### src/rtl/dac_rx_pkg.sv
package dac_rx_pkg;

   localparam int FRAME_BITS = 24;
   localparam int DATA_BITS  = 16;
   localparam int OP_BITS    = 4;
   localparam int OP_LSB     = FRAME_BITS - OP_BITS;

   typedef enum logic [OP_BITS-1:0] {
      OP_WRITE  = 4'b0000,
      OP_UPDATE = 4'b0001,
      OP_WR_UPD = 4'b0011,
      OP_PWR_DN = 4'b0100,
      OP_NOP    = 4'b1111
   } dac_op_e;

   typedef struct packed {
      logic write;
      logic update;
      logic wr_upd;
      logic pwr_dn;
      logic nop;
   } dac_stb_t;

   function automatic dac_stb_t op_strobes(input logic [OP_BITS-1:0] op);
      dac_stb_t s;
      s = '0;
      case (op)
         OP_WRITE:  s.write  = 1'b1;
         OP_UPDATE: s.update = 1'b1;
         OP_WR_UPD: s.wr_upd = 1'b1;
         OP_PWR_DN: s.pwr_dn = 1'b1;
         OP_NOP:    s.nop    = 1'b1;
         default:   s        = '0;
      endcase
      return s;
   endfunction

   function automatic logic op_known(input logic [OP_BITS-1:0] op);
      return |op_strobes(op);
   endfunction

endpackage

### src/rtl/dac_rx_sync.sv
module dac_rx_sync #(
   parameter int               WIDTH   = 3,
   parameter int               STAGES  = 2,
   parameter logic [WIDTH-1:0] RST_VAL = '0
) (
   input  logic             clk,
   input  logic             rst_n,
   input  logic [WIDTH-1:0] async_i,
   output logic [WIDTH-1:0] sync_o,
   output logic [WIDTH-1:0] prev_o
);

   if (STAGES < 2) begin : g_bad_stages
      $error("dac_rx_sync: STAGES must be at least 2");
   end

   for (genvar g = 0; g < WIDTH; g++) begin : g_bit
      logic [STAGES:0] chain;

      always_ff @(posedge clk or negedge rst_n) begin
         if (!rst_n) chain <= {(STAGES+1){RST_VAL[g]}};
         else        chain <= {chain[STAGES-1:0], async_i[g]};
      end

      assign sync_o[g] = chain[STAGES-1];
      assign prev_o[g] = chain[STAGES];
   end

endmodule

### src/rtl/dac_rx_shift.sv
module dac_rx_shift #(
   parameter  int SR_LEN   = 32,
   parameter  int OUT_BITS = 24,
   localparam int CNT_W    = $clog2(SR_LEN + 1)
) (
   input  logic                clk,
   input  logic                rst_n,
   input  logic                act_i,
   input  logic                rise_i,
   input  logic                fall_i,
   input  logic                sdi_i,
   output logic [OUT_BITS-1:0] word_o,
   output logic [CNT_W-1:0]    cnt_o,
   output logic                sdo_o
);

   if (OUT_BITS > SR_LEN) begin : g_bad_len
      $error("dac_rx_shift: OUT_BITS exceeds SR_LEN");
   end

   logic [SR_LEN-1:0] sr;

   always_ff @(posedge clk or negedge rst_n) begin
      if (!rst_n)                sr <= '0;
      else if (act_i && rise_i)  sr <= {sr[SR_LEN-2:0], sdi_i};
   end

   always_ff @(posedge clk or negedge rst_n) begin
      if (!rst_n)       cnt_o <= '0;
      else if (!act_i)  cnt_o <= '0;
      else if (rise_i && cnt_o != CNT_W'(SR_LEN))
                        cnt_o <= cnt_o + 1'b1;
   end

   always_ff @(posedge clk or negedge rst_n) begin
      if (!rst_n)                sdo_o <= 1'b0;
      else if (act_i && fall_i)  sdo_o <= sr[SR_LEN-1];
   end

   assign word_o = sr[OUT_BITS-1:0];

   // outside a frame the register does not move
   assert_idle_hold_R2: assert property (@(posedge clk) disable iff (!rst_n)
      !act_i |=> $stable(sr));

   // serial output changes only after an accepted falling edge
   assert_sdo_on_fall_R5: assert property (@(posedge clk) disable iff (!rst_n)
      !$stable(sdo_o) |-> $past(act_i && fall_i));

   // edge count saturates at the register length
   assert_cnt_cap_R3: assert property (@(posedge clk) disable iff (!rst_n)
      cnt_o <= CNT_W'(SR_LEN));

endmodule

### src/rtl/dac_rx_decode.sv
module dac_rx_decode
   import dac_rx_pkg::*;
#(
   parameter int RES   = 16,
   parameter int CNT_W = 6
) (
   input  logic                  clk,
   input  logic                  rst_n,
   input  logic                  close_i,
   input  logic [CNT_W-1:0]      cnt_i,
   input  logic [FRAME_BITS-1:0] word_i,
   output logic                  vld_o,
   output logic [OP_BITS-1:0]    op_o,
   output logic [RES-1:0]        code_o,
   output dac_stb_t              stb_o
);

   logic [OP_BITS-1:0]   op_w;
   logic [DATA_BITS-1:0] data_w;
   logic [RES-1:0]       code_w;
   logic                 full_w;
   logic                 fire_w;
   logic                 unused_dc;

   assign op_w      = word_i[FRAME_BITS-1 -: OP_BITS];
   assign data_w    = word_i[DATA_BITS-1:0];
   assign code_w    = data_w[DATA_BITS-1 -: RES];
   assign unused_dc = ^word_i[OP_LSB-1:DATA_BITS];
   assign full_w    = cnt_i >= CNT_W'(FRAME_BITS);
   assign fire_w    = close_i && full_w && op_known(op_w);

   if (RES < DATA_BITS) begin : g_pad
      logic unused_pad;
      assign unused_pad = ^data_w[DATA_BITS-RES-1:0];
   end

   always_ff @(posedge clk or negedge rst_n) begin
      if (!rst_n) begin
         vld_o  <= 1'b0;
         op_o   <= '0;
         code_o <= '0;
         stb_o  <= '0;
      end else begin
         vld_o  <= fire_w;
         op_o   <= fire_w ? op_w : '0;
         code_o <= fire_w ? code_w : '0;
         stb_o  <= fire_w ? op_strobes(op_w) : '0;
      end
   end

   // valid lasts one cycle
   assert_one_cycle_R9: assert property (@(posedge clk) disable iff (!rst_n)
      vld_o |=> !vld_o);

   // at most one strobe at a time
   assert_stb_onehot_R7: assert property (@(posedge clk) disable iff (!rst_n)
      $onehot0(stb_o));

   // reserved command is silent
   assert_reserved_silent_R8: assert property (@(posedge clk) disable iff (!rst_n)
      (close_i && !op_known(op_w)) |=> !vld_o);

   // short frame is discarded
   assert_short_frame_R6: assert property (@(posedge clk) disable iff (!rst_n)
      (close_i && cnt_i < CNT_W'(FRAME_BITS)) |=> !vld_o);

endmodule

### src/rtl/dac_serial_rx.sv
module dac_serial_rx
   import dac_rx_pkg::*;
#(
   parameter  int RES         = 16,
   parameter  int SR_LEN      = 32,
   parameter  int SYNC_STAGES = 2,
   localparam int CNT_W       = $clog2(SR_LEN + 1)
) (
   input  logic           clk,
   input  logic           rst_n,
   input  logic           sck_i,
   input  logic           sdi_i,
   input  logic           csld_n_i,
   output logic           sdo_o,
   output logic           cmd_vld_o,
   output logic [3:0]     cmd_op_o,
   output logic [RES-1:0] cmd_code_o,
   output logic           stb_write_o,
   output logic           stb_update_o,
   output logic           stb_wr_upd_o,
   output logic           stb_pwr_dn_o,
   output logic           stb_nop_o
);

   if (!(RES == 12 || RES == 14 || RES == 16)) begin : g_bad_res
      $error("dac_serial_rx: RES must be 12, 14 or 16");
   end
   if (SR_LEN < FRAME_BITS) begin : g_bad_sr
      $error("dac_serial_rx: SR_LEN shorter than a frame");
   end

   localparam int IDX_SCK = 0;
   localparam int IDX_SDI = 1;
   localparam int IDX_CS  = 2;

   logic [2:0]            in_s;
   logic [2:0]            in_p;
   logic                  frame_act;
   logic                  sck_rise;
   logic                  sck_fall;
   logic                  cs_close;
   logic                  close_q;
   logic                  unused_sdi_prev;
   logic [FRAME_BITS-1:0] word;
   logic [CNT_W-1:0]      cnt;
   dac_stb_t              stb;

   dac_rx_sync #(
      .WIDTH   (3),
      .STAGES  (SYNC_STAGES),
      .RST_VAL (3'b100)
   ) u_sync (
      .clk     (clk),
      .rst_n   (rst_n),
      .async_i ({csld_n_i, sdi_i, sck_i}),
      .sync_o  (in_s),
      .prev_o  (in_p)
   );

   // a frame stays open through the cycle in which the close is seen
   assign frame_act       = ~in_p[IDX_CS];
   assign sck_rise        = in_s[IDX_SCK] & ~in_p[IDX_SCK];
   assign sck_fall        = ~in_s[IDX_SCK] & in_p[IDX_SCK];
   assign cs_close        = in_s[IDX_CS] & ~in_p[IDX_CS];
   assign unused_sdi_prev = in_p[IDX_SDI];

   always_ff @(posedge clk or negedge rst_n) begin
      if (!rst_n) close_q <= 1'b0;
      else        close_q <= cs_close;
   end

   dac_rx_shift #(
      .SR_LEN   (SR_LEN),
      .OUT_BITS (FRAME_BITS)
   ) u_shift (
      .clk    (clk),
      .rst_n  (rst_n),
      .act_i  (frame_act),
      .rise_i (sck_rise),
      .fall_i (sck_fall),
      .sdi_i  (in_s[IDX_SDI]),
      .word_o (word),
      .cnt_o  (cnt),
      .sdo_o  (sdo_o)
   );

   dac_rx_decode #(
      .RES   (RES),
      .CNT_W (CNT_W)
   ) u_decode (
      .clk     (clk),
      .rst_n   (rst_n),
      .close_i (close_q),
      .cnt_i   (cnt),
      .word_i  (word),
      .vld_o   (cmd_vld_o),
      .op_o    (cmd_op_o),
      .code_o  (cmd_code_o),
      .stb_o   (stb)
   );

   assign stb_write_o  = stb.write;
   assign stb_update_o = stb.update;
   assign stb_wr_upd_o = stb.wr_upd;
   assign stb_pwr_dn_o = stb.pwr_dn;
   assign stb_nop_o    = stb.nop;

   // a command only follows a closed frame
   assert_vld_after_close_R6: assert property (@(posedge clk) disable iff (!rst_n)
      cmd_vld_o |-> $past(close_q));

endmodule

### config.mk
export PLATFORM = sky130hd
export DESIGN_NAME = dac_serial_rx
export DESIGN_NICKNAME = d
export VERILOG_FILES = /design/src/rtl/dac_rx_pkg.sv /design/src/rtl/dac_rx_sync.sv /design/src/rtl/dac_rx_shift.sv /design/src/rtl/dac_rx_decode.sv /design/src/rtl/dac_serial_rx.sv
export SDC_FILE = /design/constraint.sdc
export NUM_CORES = 1
export LEC_CHECK = 0
export CAP_MARGIN = 20
export CORE_MARGIN = 2
export CORE_UTILIZATION = 48
export DETAILED_ROUTE_END_ITERATION = 12
export DONT_BUFFER_PORTS = 1
export PLACE_DENSITY = 0.69
export SYNTH_ARGS = -nofsm -noshare
export SYNTH_HDL_FRONTEND = slang
export SYNTH_HIERARCHICAL = 1
export SYNTH_SLANG_ARGS = --single-unit
### constraint.sdc
create_clock -name clk -period 1.75 [get_ports clk]
set_clock_uncertainty 0.05 [all_clocks]
set_input_delay 0.175 -clock clk [delete_from_list [all_inputs] [get_ports clk]]
set_output_delay 0.175 -clock clk [all_outputs]
set_load 0.1 [all_outputs]
==> results.json <==
{
  "status": "complete, but fails checks",
  "violations": "negative hold slack",
  "avgSynthCellArea_um2": 13.7,
  "rsz0062_at_grt": "no",
  "slew_headroom_pct": 80.4,
  "area_delta_synth_final_pct": 10.6,
  "worst_pin_slew_ps": 294,
  "vias_per_cell": 5.21,
  "clk_latency_ps": 340,
  "yosys_warnings": 6,
  "initial_core_util_pct": 49.6,
  "cts_tree": "yes",
  "antenna_cells": 0,
  "ios": 32,
  "final_core_util_pct": 54.8,
  "fill_cells": 502,
  "startpoint_type": "register",
  "grt_use_total_pct": 14.8,
  "clkSinkCount": 74,
  "gp_congestion": 0.711,
  "setup_viol": 0,
  "cts_hold_buf": 3,
  "overflow": 0,
  "r2r_start": "u_shift/cnt_o[0]$_DFFE_PN0P_",
  "die_x_um": 82.2,
  "cp_data_required_time_ps": 1950,
  "arrival_ps": 1780,
  "period_share_pct": 90.1,
  "crit_path_max_fanout": 8,
  "power_per_cell_area_mw_per_mm2": 1010,
  "drcViolationCount": 0,
  "wl_per_cell_um": 14.1,
  "first_pass_iters": 4,
  "syn_inst": 215,
  "slew_viol_final": 0,
  "nets": 234,
  "rows": 28,
  "hold_class": "input pin to async pin",
  "dp_hpwl_mm": 2.60,
  "power_leakage_nw": 1.70,
  "period_needed_ps": 1580,
  "fmax_mhz": 634,
  "r2r_end": "u_shift/cnt_o[0]$_DFFE_PN0P_",
  "vdd_drop_max_v": 0.000806,
  "drtIter0Drc": 74,
  "timing_hold_violations_final": 74,
  "grt_pass1_wl_mm": 7.29,
  "drive_gt1_share_pct": 36.2,
  "max-cap-violations": 0,
  "num_vias": 1600,
  "htreeDepth": 3,
  "endpoint_kind": "register",
  "port_buffers": 0,
  "rrSetupSlack_ps": 170,
  "cts_setup_buffers": 0,
  "startpoint": "u_shift/cnt_o[0]$_DFFE_PN0P_",
  "grt_start_max_net_pins": 75,
  "critPathKind": "register to register",
  "timing.hold.ws_ps": -523,
  "worst-r2r-cell-count": 5,
  "cts_buffers": 9,
  "die_h_um": 82.2,
  "grt_pass1_vias": 1631,
  "design_area_mm2": 0.00325,
  "clockBufferDepth": 2,
  "clk_pin_slew_worst_paths_ps": 70,
  "placed_area_mm2": 0.00303,
  "die_area_mm2": 0.00676,
  "tns_ps": 0,
  "cts_root_buffer": "clkbuf_8",
  "drt_wl_total_mm": 4.34,
  "syn-num-nets": 222,
  "core_mm2": 0.00592,
  "crit_end": "u_shift/cnt_o[0]$_DFFE_PN0P_",
  "ctsResizeCount": 0,
  "antenna_left": 0,
  "antenna_found_initial": 0,
  "synth_area_mm2": 0.00294
}
## where the power goes
part | switching, mW | leakage, nW | internal [mW] | total, mW
sequential | 0.0686 | 0.997 | 1.82 | 1.89
clock | 0.568 | 0.0974 | 0.695 | 1.26
combinational | 0.0484 | 0.609 | 0.0942 | 0.143
## metrics by stage
step / hold slack (ps) / worst slack [ps] / power (mW) / cells
finish: -523 / 174 / 3.29 / 307
global route: -559 / 81.4 / 3.44 / 307
CTS: -548 / 185 / 3.34 / 307
detailed placement: -168 / 212 / 2.06 / 288
global placement: -168 / 255 / 2.05 / 288
floorplan: -171 / 123 / 2.15 / 215
## worst max-delay path, cell delays in order, from the launching register on
cell and delay [ps]:
dfrtp_1 460, inv_1 80, ha_1 190, and3b_2 230, or4_1 410, o2111ai_1 90
## layer usage
| layer | track usage (%) | wire [um] |
|---|---|---|
| met1 | 16.8 | 1940 |
| met2 | 24.4 | 2100 |
| met3 | 6.20 | 219 |
| met4 | 6.50 | 78 |
| met5 | 0 | 0 |
## cell type report
type                            count  area, um2  share of cell area (%)
Inverter                            5       18.8                   0.578
Timing Repair Buffer               35        270                    8.32
Multi-Input combinational cell    102        820                    25.2
Sequential cell                    74       1860                    57.1
Clock inverter                      3       40.0                    1.23
Clock buffer                       13        149                    4.59
Tap cell                           75       93.8                    2.89
## how the worst min path moves through the flow
stage                     startpoint                     endpoint  slack, ps  cells past startpoint
after CTS                      rst_n    u_shift/sr[9]$_DFFE_PN0P_       -550                      0
after global routing           rst_n    u_shift/sr[9]$_DFFE_PN0P_       -560                      0
final                          rst_n  u_decode/stb_o[0]$_DFF_PN0_       -520                      0
after detailed placement       rst_n  u_decode/stb_o[0]$_DFF_PN0_       -170                      0
after global placement         rst_n  u_decode/stb_o[2]$_DFF_PN0_       -170                      0
after floorplan                rst_n            close_q$_DFF_PN0_       -170                      0
## sequential cells by signal (all words and copies together), names as in the netlist
register / flops
u_shift/sr: 32
u_decode/code_o: 16
u_sync/g_bit.chain: 8
u_shift/cnt_o: 6
u_decode/stb_o: 5
u_decode/op_o: 4
close_q: 1
u_decode/vld_o: 1
u_shift/sdo_o: 1
## cell usage in the layout, fill, tap and decap left out, types with 3 or more instances in the layout
| master | count |
|---|---|
| and3_1 | 19 |
| buf_4 | 32 |
| clkbuf_1 | 3 |
| clkbuf_8 | 10 |
| dfrtp_1 | 71 |
| dfstp_2 | 3 |
| dlygate4sd3_1 | 3 |
| inv_1 | 4 |
| mux2_1 | 3 |
| mux2_2 | 30 |
| nand2_1 | 5 |
| nand3_1 | 5 |
| nand4_1 | 4 |
| nor2_1 | 8 |
| nor2b_1 | 3 |
Note: power is estimated with default switching activity, not from simulation.
